===== config.mk =====
export PLATFORM = sky130hd
export DESIGN_NAME = sgi_dispatch
export DESIGN_NICKNAME = d
export VERILOG_FILES = /design/src/rtl/sgi_pkg.sv /design/src/rtl/sgi_req_decode.sv /design/src/rtl/sgi_pick.sv /design/src/rtl/sgi_bank.sv /design/src/rtl/sgi_dispatch.sv
export SDC_FILE = /design/constraint.sdc
export NUM_CORES = 1
export LEC_CHECK = 0
export ABC_AREA = 1
export CAP_MARGIN = 0
export CORE_MARGIN = 1
export CORE_UTILIZATION = 25
export DETAILED_ROUTE_END_ITERATION = 6
export PLACE_DENSITY = 0.5
export SYNTH_ARGS = -nofsm -noshare
export SYNTH_HDL_FRONTEND = slang
export SYNTH_SLANG_ARGS = --single-unit

===== constraint.sdc =====
create_clock -name clk -period 4.55 [get_ports clk]
set_clock_uncertainty 0.15 [all_clocks]
set_input_delay 0.455 -clock clk [delete_from_list [all_inputs] [get_ports clk]]
set_output_delay 0.455 -clock clk [all_outputs]
set_load 0.05 [all_outputs]

===== src/rtl/sgi_pkg.sv =====
package sgi_pkg;
    localparam int SGI_N   = 16;
    localparam int NUM_W   = 4;
    localparam int SRC_W   = 3;
    localparam int IDF_W   = 10;
    localparam int ACK_W   = SRC_W + IDF_W;
    localparam logic [IDF_W-1:0] SPURIOUS_ID = 10'd1023;

    typedef enum logic [1:0] {
        ST_IDLE = 2'd0,
        ST_PEND = 2'd1,
        ST_RESP = 2'd2
    } tgt_state_e;

    function automatic logic [ACK_W-1:0] pack_ack(input logic [SRC_W-1:0] src,
                                                  input logic [NUM_W-1:0] num);
        return {src, {(IDF_W-NUM_W){1'b0}}, num};
    endfunction
endpackage


===== src/rtl/sgi_req_decode.sv =====
module sgi_req_decode
    import sgi_pkg::*;
#(
    parameter int NUM_CPU = 4,
    localparam int BANK_W = NUM_CPU * SGI_N
) (
    input  logic                             req_valid,
    input  logic [SRC_W-1:0]                 req_src,
    input  logic [NUM_W-1:0]                 req_id,
    input  logic [NUM_CPU-1:0]               req_targets,
    output logic [NUM_CPU-1:0][BANK_W-1:0]   set_o
);
    localparam logic [SRC_W:0] NCPU_L = NUM_CPU[SRC_W:0];

    logic               connected;
    logic [BANK_W-1:0]  one_hot;

    always_comb begin
        connected = req_valid && ({1'b0, req_src} < NCPU_L);
        one_hot   = '0;
        for (int s = 0; s < NUM_CPU; s++) begin
            for (int n = 0; n < SGI_N; n++) begin
                if (req_src == s[SRC_W-1:0] && req_id == n[NUM_W-1:0])
                    one_hot[s*SGI_N + n] = 1'b1;
            end
        end
    end

    for (genvar t = 0; t < NUM_CPU; t++) begin : g_tgt
        assign set_o[t] = (connected && req_targets[t]) ? one_hot : '0;
    end
endmodule


===== src/rtl/sgi_pick.sv =====
module sgi_pick
    import sgi_pkg::*;
#(
    parameter int NUM_CPU = 4,
    localparam int BANK_W = NUM_CPU * SGI_N
) (
    input  logic [BANK_W-1:0] pend_i,
    output logic              hit_o,
    output logic [SRC_W-1:0]  src_o,
    output logic [NUM_W-1:0]  num_o
);
    always_comb begin
        hit_o = 1'b0;
        src_o = '0;
        num_o = '0;
        for (int n = SGI_N - 1; n >= 0; n--) begin
            for (int s = NUM_CPU - 1; s >= 0; s--) begin
                if (pend_i[s*SGI_N + n]) begin
                    hit_o = 1'b1;
                    src_o = s[SRC_W-1:0];
                    num_o = n[NUM_W-1:0];
                end
            end
        end
    end
endmodule


===== src/rtl/sgi_bank.sv =====
module sgi_bank
    import sgi_pkg::*;
#(
    parameter int NUM_CPU = 4,
    localparam int BANK_W = NUM_CPU * SGI_N
) (
    input  logic              clk,
    input  logic              rst_n,
    input  logic [BANK_W-1:0] set_i,
    input  logic              ack_rd_i,
    output logic              irq_o,
    output logic              ack_valid_o,
    output logic [ACK_W-1:0]  ack_data_o
);
    tgt_state_e        state_q, state_d;
    logic [BANK_W-1:0] pend_q, pend_d, clr;
    logic [ACK_W-1:0]  data_q, data_d;
    logic              hit;
    logic [SRC_W-1:0]  win_src;
    logic [NUM_W-1:0]  win_num;

    sgi_pick #(.NUM_CPU(NUM_CPU)) u_pick (
        .pend_i (pend_q),
        .hit_o  (hit),
        .src_o  (win_src),
        .num_o  (win_num)
    );

    always_comb begin
        clr = '0;
        for (int b = 0; b < BANK_W; b++) begin
            if (ack_rd_i && hit && (b == int'(win_src) * SGI_N + int'(win_num)))
                clr[b] = 1'b1;
        end
        pend_d = (pend_q & ~clr) | set_i;
        data_d = data_q;
        if (ack_rd_i)
            data_d = hit ? pack_ack(win_src, win_num) : {{SRC_W{1'b0}}, SPURIOUS_ID};
    end

    always_comb begin
        state_d = state_q;
        unique case (state_q)
            ST_IDLE, ST_PEND, ST_RESP: begin
                if (ack_rd_i)
                    state_d = ST_RESP;
                else if (|pend_d)
                    state_d = ST_PEND;
                else
                    state_d = ST_IDLE;
            end
            default: state_d = ST_IDLE;
        endcase
    end

    always_ff @(posedge clk or negedge rst_n) begin
        if (!rst_n) begin
            state_q <= ST_IDLE;
            pend_q  <= '0;
            data_q  <= {{SRC_W{1'b0}}, SPURIOUS_ID};
        end else begin
            state_q <= state_d;
            pend_q  <= pend_d;
            data_q  <= data_d;
        end
    end

    always_comb begin
        irq_o       = |pend_q;
        ack_valid_o = 1'b0;
        unique case (state_q)
            ST_RESP:          ack_valid_o = 1'b1;
            ST_IDLE, ST_PEND: ack_valid_o = 1'b0;
            default:          ack_valid_o = 1'b0;
        endcase
        ack_data_o = data_q;
    end
endmodule


===== src/rtl/sgi_dispatch.sv =====
module sgi_dispatch
    import sgi_pkg::*;
#(
    parameter int NUM_CPU = 4
) (
    input  logic                     clk,
    input  logic                     rst_n,
    input  logic                     req_valid,
    input  logic [2:0]               req_src,
    input  logic [3:0]               req_id,
    input  logic [NUM_CPU-1:0]       req_targets,
    input  logic [NUM_CPU-1:0]       ack_rd,
    output logic [NUM_CPU-1:0]       irq,
    output logic [NUM_CPU-1:0]       ack_valid,
    output logic [13*NUM_CPU-1:0]    ack_data
);
    localparam int BANK_W = NUM_CPU * SGI_N;

    logic [NUM_CPU-1:0][BANK_W-1:0] set_vec;

    sgi_req_decode #(.NUM_CPU(NUM_CPU)) u_dec (
        .req_valid   (req_valid),
        .req_src     (req_src),
        .req_id      (req_id),
        .req_targets (req_targets),
        .set_o       (set_vec)
    );

    for (genvar t = 0; t < NUM_CPU; t++) begin : g_bank
        sgi_bank #(.NUM_CPU(NUM_CPU)) u_bank (
            .clk         (clk),
            .rst_n       (rst_n),
            .set_i       (set_vec[t]),
            .ack_rd_i    (ack_rd[t]),
            .irq_o       (irq[t]),
            .ack_valid_o (ack_valid[t]),
            .ack_data_o  (ack_data[t*ACK_W +: ACK_W])
        );
    end
endmodule


==> run_results.csv, run 1 <==
group,metric,value,unit
detailed_routing,drc_errors,0,
place,gp_congestion,0.966,
critical_path,r2r_end,"g_bank[0].u_bank.state_q[0]",
sta,fmax,197,MHz
finish,fill_cells,7698,
die,start_util,25.2,%
finish,stdcell_area,24700,sq um
place,dp_hpwl,56.6,mm
sta,setup_violations,14,
synth,netlist_instances,2812,
synth,synth-seq-cells,292,
synth,netlist_area,18000,sq um
grt,antenna_found_initial,1,
detailed_routing,postRouteAntennaNets,0,
detailed_routing,detail_route.vias_per_cell,4.67,
die,pin_count,78,
run_status,outcome,"complete, but fails checks",
die,die_area,73200,sq um
sta,setup_slack,-0.514,ns
critical_path,required,4.85,ns
place,io_buffers,73,
critical_path,end_kind,"register",
critical_path,path_buf_inv,2,
power,power,17.8,mW
flow_run,drv_cap,0,
place,post-place-ws,-0.540,ns
run_status,violations,"negative setup slack",
critical_path,criticalPathCategory,"register to register",
clocking,clk_path_buf_depth,3,
grt,grt_pass1_vias,18736,
clocking,cts.sinks,292,
synth,ys_warn_count,0,
detailed_routing,dr.pass1.iters,6,
clocking,clkSlewWorstSetupHoldPaths,0.06,ns
sta,hold_violations,0,
clocking,cts_buffers,38,
place,place_area,22000,sq um
critical_path,critPathLaunchType,"register",
finish,insertedDiodeCount,0,
grt,grt_pass1_wl,112,mm
synth,syn_area_per_cell,6.42,sq um
finish,area_growth,37.1,%
critical_path,path_common_cell,"nand2_1",
critical_path,cp.arrival,5.36,ns
critical_path,path_max_fanout,9,
detailed_routing,routed_wl,74.6,mm
worst_hold_path,hp-class,"primary input to async pin",
die,rows,98,
grt,grt_overflow,0,
clocking,cts_tree,"done",
detailed_routing,wire_per_inst,17.9,microns
power,ir_drop,0.484,mV
clocking,htree_levels,2,
critical_path,r2r_start,"g_bank[0].u_bank.pend_q[31]",
detailed_routing,drt-initial-drc-count,1572,
critical_path,cpMaxStageDelayCell,"dfrtp_1",
synth,ys_seq_area_share,40.6,%
power,cellLeakagePower,12.8,nW
critical_path,slowest_delay,0.37,ns
grt,grtUsageTotal,20.0,%
finish,drive_gt1_share,20.7,%
clocking,clk_latency,0.57,ns
critical_path,reg2reg_slack,-0.51,ns
sta,rsz0062_at_grt,"yes",
power,p_per_area,720,nW/um^2
detailed_routing,vias,19425,
critical_path,reg2reg_depth,73,
synth,synth_cell_types,34,
grt,grt_start_max_net_pins,107,
finish,finalNetCount,3201,
critical_path,cp_num_cells,73,
die,die_h,271,microns
critical_path,cp_top_family,"simple AND/OR/NAND/NOR gates",
sta,fin_crit_sh,111,%
die,fp.dieW,271,microns
sta,min_period,5.06,ns
die,core,71500,sq um
sta,finalMaxSlewViolations,0,
sta,relSlewSlack,22.9,%
sta,tightest_slew,1.15,ns
clocking,clock-root-buffer,"clkbuf_16",
state kept, by name, indices dropped and copies added (netlist names):
signal / flops
g_bank.u_bank.pend_q: 256
g_bank.u_bank.state_q: 8
g_bank.u_bank.ack_data_o: 28
how the worst max path moves through the flow:
stage | from | end
after floorplan | g_bank[2].u_bank.pend_q[47] | g_bank[2].u_bank.state_q[0]
after global placement | g_bank[0].u_bank.pend_q[63] | g_bank[0].u_bank.state_q[0]
after detailed placement | g_bank[0].u_bank.pend_q[31] | g_bank[0].u_bank.state_q[0]
after CTS | g_bank[0].u_bank.pend_q[31] | g_bank[0].u_bank.state_q[0]
after global routing | g_bank[0].u_bank.pend_q[47] | g_bank[0].u_bank.state_q[0]
final | g_bank[0].u_bank.pend_q[31] | g_bank[0].u_bank.state_q[0]
cell type report:
type	instances	area (sq um)	area share [%]
multi-input cells	2004	9520	38.5
flip-flops and latches	292	7330	29.6
repair buffers	424	3820	15.5
inverters	423	1590	6.43
well taps	950	1190	4.81
clock buffers	53	1080	4.36
clock inverters	16	198	0.799
cells by family (layout without fill, tap and decap cells):
group | after synthesis | count (layout) | share of synthesized area, %
AO/OA/AOI/OAI | 198 | 198 | 6.03
other | 1 | 4 | 0.0208
buffers and inverters | 520 | 916 | 11.7
AND/OR/NAND/NOR | 1801 | 1802 | 41.6
flip-flops | 292 | 292 | 40.6
placed cells by master, fill, tap and decap left out, types with 13 or more instances in the layout:
master           count
nand2_4             17
buf_12              15
nand3_2             30
a21oi_2             13
dfstp_2             20
o21ai_0             82
inv_1              403
buf_6               50
nand2_2             92
nor2_1             403
nand3_1            138
nor3_1              30
nor2_2              20
a21oi_1             31
o21ai_1             21
clkdlybuf4s50_1     72
nand4_1             92
dfrtp_1            272
buf_4              279
clkbuf_16           42
nor4_1              44
nand2_1            901
power by group:
part	switching [mW]	leakage (nW)	internal, mW
Combinational	7.21	8.22	4.13
Clock	1.26	0.616	1.89
Sequential	0.300	3.94	3.03
repair_timing:
action,CTS,global route
cloned,0,4
hold buffers,1,0
endpoints found under the hold margin,61,0
buffers inserted,9,34
pin swaps,32,79
setup endpoints to repair,11,231
gates resized for setup,82,260
metrics by stage:
step	cells	hold slack, ns	TNS (ns)	utilization, %
floorplan	2815	0.00941	0	-
global placement	4072	0.296	-2.19	30.8
detailed placement	4072	0.300	-2.06	30.8
CTS	4150	0.279	-1.76	33.1
global route	4162	0.319	-101.16	34.6
finish	4162	0.276	-2.10	34.6
layer usage:
metal | global-route usage [%] | routed length (microns) | share of wire [%] | up-vias
li1 | - | - | - | 9571
met1 | 28.0 | 33800 | 45 | 9090
met2 | 31.4 | 33000 | 44 | 615
met3 | 3.02 | 4940 | 6.6 | 147
met4 | 6.78 | 2820 | 3.8 | 2
met5 | 0 | 13 | 0.017 | -
Yosys cell counts:
cell / count / area, sq um
nand2_1: 1000 / 3750
nor2_1: 426 / 1600
inv_1: 413 / 1550
dfrtp_1: 272 / 6810
nand3_1: 179 / 896
o21ai_0: 114 / 571
nand4_1: 92 / 576
nor4_1: 56 / 350
clkbuf_1: 53 / 199
a21oi_1: 45 / 225
buf_4: 37 / 278
nor3_1: 30 / 150
dfstp_2: 20 / 526
a22oi_1: 12 / 90.1
nand2_4: 10 / 113
clkinv_1: 8 / 30.0
a31oi_1: 7 / 43.8
o22ai_1: 5 / 31.3
o311ai_0: 5 / 43.8
a311oi_1: 4 / 35.0
buf_2: 4 / 20.0
buf_6: 3 / 33.8
nand2_2: 3 / 18.8
inv_2: 2 / 7.51
o211ai_1: 2 / 15.0
or2_2: 2 / 12.5
a21boi_0: 1 / 7.51
a221oi_1: 1 / 8.76
and3_1: 1 / 6.26
conb_1: 1 / 3.75
nor2_8: 1 / 20.0
o2111ai_1: 1 / 8.76
o31ai_1: 1 / 7.51
or3_1: 1 / 6.26
worst reg2reg max path: cells and delay by family, from the launching register on:
kind	cells	cell delay, ns
flops	1	0.37
buf+inv	2	0.21
simple gates	71	4.28
Power figures use the tool's default switching activity.
==> run 2, diff against run 1 <==
--- a/config.mk
+++ b/config.mk
@@ -7,7 +7,7 @@
 export LEC_CHECK = 0
 export ABC_AREA = 1
 export CAP_MARGIN = 0
-export CORE_MARGIN = 1
+export CORE_MARGIN = 3
 export CORE_UTILIZATION = 25
 export DETAILED_ROUTE_END_ITERATION = 6
 export PLACE_DENSITY = 0.5
==> run 2 against run 1 <==
The run still ends with negative setup slack left. First-iteration DRC count is 13% higher. Sequential cell count stayed put. Critical path type unchanged. Power is 0.73% lower. Final cell count hardly changed. Global-route usage is 0.63 points lower. Combinational power hardly changed. Critical endpoint is now g_bank[1].u_bank.state_q[0].
==> run_results.csv, run 2 (same netlist as run 1, synthesis figures left out) <==
group,metric,value,unit
clocking,htree_levels,2,
detailed_routing,routed_wl,75.2,mm
critical_path,cp.arrival,5.29,ns
sta,hold_violations,0,
clocking,clk_latency,0.58,ns
finish,regMostFlops,"g_bank.u_bank.pend_q",
power,cellLeakagePower,12.8,nW
grt,grt_overflow,0,
sta,rsz0062_at_grt,"yes",
grt,grt_start_max_net_pins,89,
die,die_area,75400,sq um
sta,tightest_slew,0.982,ns
die,die_h,275,microns
detailed_routing,wire_per_inst,18.1,microns
finish,finalNetCount,3217,
critical_path,path_max_fanout,8,
worst_hold_path,hp-class,"register to register",
place,gp_congestion,0.932,
finish,area_growth,37.5,%
critical_path,cpMaxStageDelayCell,"dfrtp_1",
critical_path,cp_top_family,"simple AND/OR/NAND/NOR gates",
finish,utilization,35.1,%
sta,setup_slack,-0.437,ns
power,ir_drop,0.456,mV
critical_path,path_buf_inv,2,
finish,stdcell_area,24800,sq um
finish,insertedDiodeCount,0,
grt,grt_pass1_wl,111,mm
place,io_buffers,73,
die,pin_count,78,
critical_path,criticalPathCategory,"register to register",
clocking,clock-root-buffer,"clkbuf_16",
clocking,clk_path_buf_depth,3,
detailed_routing,vias,19557,
finish,most-common-layout-cells,"nand2_1 (905), inv_1 (405), nor2_1 (399)",
sta,min_period,4.99,ns
die,core,70800,sq um
finish,drive_gt1_share,20.9,%
grt,grt_pass1_vias,18639,
sta,tns,-1.45,ns
die,fp.dieW,275,microns
run_status,outcome,"complete, but fails checks",
place,dp_hpwl,56.7,mm
sta,setup_violations,5,
critical_path,required,4.85,ns
clocking,cts.sinks,292,
die,start_util,25.5,%
place,place_area,22100,sq um
place,post-place-ws,-0.496,ns
finish,largest_reg_flops,256,
critical_path,slowest_delay,0.37,ns
detailed_routing,postRouteAntennaNets,0,
finish,fill_cells,7633,
clocking,cts_buffers,38,
power,p_per_area,713,nW/um^2
finish,layout_commonest_cell,"nand2_1",
critical_path,reg2reg_depth,73,
grt,antenna_found_initial,0,
detailed_routing,drc_errors,0,
sta,fin_crit_sh,110,%
detailed_routing,detail_route.vias_per_cell,4.69,
critical_path,end_kind,"register",
die,rows,97,
sta,finalMaxSlewViolations,0,
sta,relSlewSlack,34.3,%
flow_run,drv_cap,0,
detailed_routing,dr.pass1.iters,7,
detailed_routing,drt-initial-drc-count,1784,
worst_hold_path,hold_depth,1,
critical_path,path_common_cell,"nand2_1",
clocking,clkSlewWorstSetupHoldPaths,0.06,ns
power,power,17.7,mW
grt,grtUsageTotal,19.4,%
clocking,cts_tree,"done",
critical_path,cp_num_cells,73,
run_status,violations,"negative setup slack",
critical_path,critPathLaunchType,"register",
sta,fmax,201,MHz
## run 2: through the flow
stage          hold WS, ns  std cells
2_1_floorplan      0.00941       2815
3_3_place_gp         0.309       4074
3_5_place_dp         0.313       4074
4_1_cts              0.321       4147
5_1_grt              0.337       4166
6_report             0.319       4166
## run 2: worst register-to-register path: cells and delay by family, from the launching register on
| family | cells | cell delay [ns] |
|---|---|---|
| buffers and inverters | 2 | 0.20 |
| DFF | 1 | 0.37 |
| and+or+nand+nor | 71 | 4.13 |
## run 2: cell type report
type | instances | area [sq um] | area share [%]
clock inverter | 12 | 164 | 0.661
timing repair buffer | 439 | 3950 | 15.9
clock buffer | 55 | 1110 | 4.46
tap | 940 | 1180 | 4.74
multi-input combinational | 2005 | 9490 | 38.2
inverter | 423 | 1590 | 6.40
sequential | 292 | 7330 | 29.6
## run 2: timing repair
| item | in CTS | in global routing |
|---|---|---|
| gates cloned | 1 | 5 |
| setup endpoints to repair | 6 | 235 |
| hold buffers | 1 | 0 |
| endpoints found under the hold margin | 67 | 0 |
| pin swaps | 23 | 116 |
| gates resized for setup | 58 | 281 |
| buffers inserted | 5 | 46 |
## run 2: power breakdown
| group | leakage (nW) | switching (mW) | internal [mW] |
|---|---|---|---|
| Sequential | 3.94 | 0.302 | 3.03 |
| Combinational | 8.24 | 7.20 | 4.06 |
| Clock | 0.622 | 1.24 | 1.86 |
## run 2: layer usage
| layer | track usage [%] | vias up | wire, microns |
|---|---|---|---|
| met5 | 0 | - | 0 |
| met4 | 6.75 | 0 | 2760 |
| met3 | 3.81 | 133 | 5580 |
| met2 | 30.5 | 642 | 33300 |
| met1 | 26.5 | 9196 | 33600 |
| li1 | - | 9586 | - |
## run 2: final timing paths
check | slack (ns) | end | startpoint
worst max-delay path | -0.44 | g_bank[1].u_bank.state_q[0] | g_bank[1].u_bank.pend_q[47]
worst min-delay path | 0.32 | g_bank[1].u_bank.state_q[1] | g_bank[1].u_bank.state_q[1]
worst max register to register | -0.44 | g_bank[1].u_bank.state_q[0] | g_bank[1].u_bank.pend_q[47]
worst min register to register | 0.32 | g_bank[1].u_bank.state_q[1] | g_bank[1].u_bank.state_q[1]
max in group asynchronous | 2.88 | g_bank[0].u_bank.pend_q[37] | rst_n
min in group asynchronous | 0.33 | g_bank[1].u_bank.ack_data_o[10] | rst_n
==> run 3, diff against run 2 <==
--- a/config.mk
+++ b/config.mk
@@ -11,6 +11,7 @@
 export CORE_UTILIZATION = 25
 export DETAILED_ROUTE_END_ITERATION = 6
 export PLACE_DENSITY = 0.5
+export SKIP_CTS_REPAIR_TIMING = 1
 export SYNTH_ARGS = -nofsm -noshare
 export SYNTH_HDL_FRONTEND = slang
 export SYNTH_SLANG_ARGS = --single-unit
==> run 3 against run 2 <==
The flow still finishes with violations (negative setup slack). Core utilization is 0.19 points higher. Clock-buffer cell count stayed put. Via count is 0.32% higher. Critical path type unchanged. Sequential share of layout area is 0.16 points lower. Register-to-register slack worse by 0.04 ns. Maximum frequency is 0.79% lower. Largest power group unchanged. Sequential power hardly changed. Power is 0.96% higher. Critical endpoint is now g_bank[0].u_bank.state_q[0].
==> run_results.csv, run 3 (same netlist as run 1, synthesis figures left out) <==
group,metric,value,unit
place,place_area,22100,sq um
clocking,clkSlewWorstSetupHoldPaths,0.06,ns
clocking,htree_levels,2,
clocking,clock-root-buffer,"clkbuf_16",
grt,grt_pass1_wl,111,mm
die,start_util,25.5,%
finish,drive_gt1_share,21.9,%
sta,hold_violations,0,
grt,grtUsageTotal,19.4,%
finish,multi_input_area,9620,sq um
sta,fin_crit_sh,110,%
die,die_h,275,microns
critical_path,slowest_delay,0.37,ns
clocking,clk_path_buf_depth,3,
die,die_area,75400,sq um
power,power,17.8,mW
detailed_routing,wire_per_inst,18.1,microns
sta,rsz0062_at_grt,"yes",
sta,finalMaxSlewViolations,0,
finish,fill_cells,7615,
critical_path,path_max_fanout,16,
finish,regMostFlops,"g_bank.u_bank.pend_q",
grt,grt_overflow,0,
finish,register_area,7330,sq um
detailed_routing,vias,19619,
critical_path,cp.arrival,5.33,ns
clocking,cts_tree,"done",
detailed_routing,postRouteAntennaNets,0,
sta,min_period,5.03,ns
critical_path,path_common_cell,"nand2_1",
critical_path,criticalPathCategory,"register to register",
critical_path,critPathLaunchType,"register",
critical_path,cpMaxStageDelayCell,"dfrtp_1",
sta,tns,-1.64,ns
run_status,outcome,"complete, but fails checks",
place,post-place-ws,-0.496,ns
clocking,cts_buffers,38,
sta,tightest_slew,0.983,ns
die,fp.dieW,275,microns
critical_path,required,4.85,ns
detailed_routing,drt-initial-drc-count,1761,
sta,setup_slack,-0.477,ns
die,core,70800,sq um
power,cellLeakagePower,12.8,nW
finish,stdcell_area,24900,sq um
grt,antenna_found_initial,0,
grt,grt_start_max_net_pins,89,
clocking,cts.sinks,292,
worst_hold_path,hp-class,"register to register",
run_status,violations,"negative setup slack",
sta,setup_violations,7,
critical_path,end_kind,"register",
detailed_routing,drc_errors,0,
grt,grt_pass1_vias,18567,
place,gp_congestion,0.932,
finish,most-common-layout-cells,"nand2_1 (884), inv_1 (403), nor2_1 (402)",
flow_run,drv_cap,0,
place,io_buffers,73,
sta,fmax,199,MHz
finish,largest_reg_flops,256,
power,ir_drop,0.539,mV
sta,relSlewSlack,34.2,%
die,rows,97,
detailed_routing,routed_wl,75.5,mm
place,dp_hpwl,56.7,mm
detailed_routing,dr.pass1.iters,5,
detailed_routing,detail_route.vias_per_cell,4.71,
finish,finalNetCount,3212,
finish,area_growth,38.2,%
die,pin_count,78,
power,p_per_area,716,nW/um^2
finish,layout_commonest_cell,"nand2_1",
clocking,clk_latency,0.59,ns
run 3: report_power, final:
part           switching (mW)  internal [mW]  total, mW
Combinational            7.29           4.13       11.4
Clock                    1.24           1.86       3.10
Sequential              0.302           3.03       3.33
run 3: cell type report:
type | count | share of cell area, %
clock buffers | 55 | 4.44
flip-flops and latches | 292 | 29.4
repair buffers | 434 | 15.8
well taps | 940 | 4.72
multi-input cells | 2005 | 38.6
inverters | 423 | 6.38
diodes | 1 | 0.0100
clock inverters | 12 | 0.657
run 3: critical path: cells and delay by family, from the launching register on:
kind	cells	cell delay (ns)
and+or+nand+nor	72	4.34
DFF	1	0.37
run 3: per-layer routing:
layer | vias up | part of all wire, % | global-route usage [%]
met3 | 131 | 7.3 | 3.80
met5 | - | 0 | 0
li1 | 9578 | - | -
met4 | 0 | 3.7 | 6.72
met1 | 9240 | 45 | 26.5
met2 | 670 | 44 | 30.4
run 3: final timing paths:
check / start / to / slack, ns / cells past startpoint
setup / recovery: g_bank[0].u_bank.pend_q[63] / g_bank[0].u_bank.state_q[0] / -0.48 / 72
hold / removal: g_bank[1].u_bank.state_q[1] / g_bank[1].u_bank.state_q[1] / 0.32 / 1
setup reg to reg: g_bank[0].u_bank.pend_q[63] / g_bank[0].u_bank.state_q[0] / -0.48 / 72
hold reg to reg: g_bank[1].u_bank.state_q[1] / g_bank[1].u_bank.state_q[1] / 0.32 / 1
max in group asynchronous: rst_n / g_bank[0].u_bank.pend_q[38] / 2.88 / 3
min in group asynchronous: rst_n / g_bank[1].u_bank.ack_data_o[10] / 0.33 / 2
run 3: metrics by stage:
| stage | std cells | hold WS, ns | util, % |
|---|---|---|---|
| finish | 4162 | 0.319 | 35.2 |
| global route | 4161 | 0.337 | 35.2 |
| global placement | 4074 | 0.309 | 31.2 |
| CTS | 4141 | -0.247 | 33.0 |
| detailed placement | 4074 | 0.313 | 31.2 |
| floorplan | 2815 | 0.00941 | - |
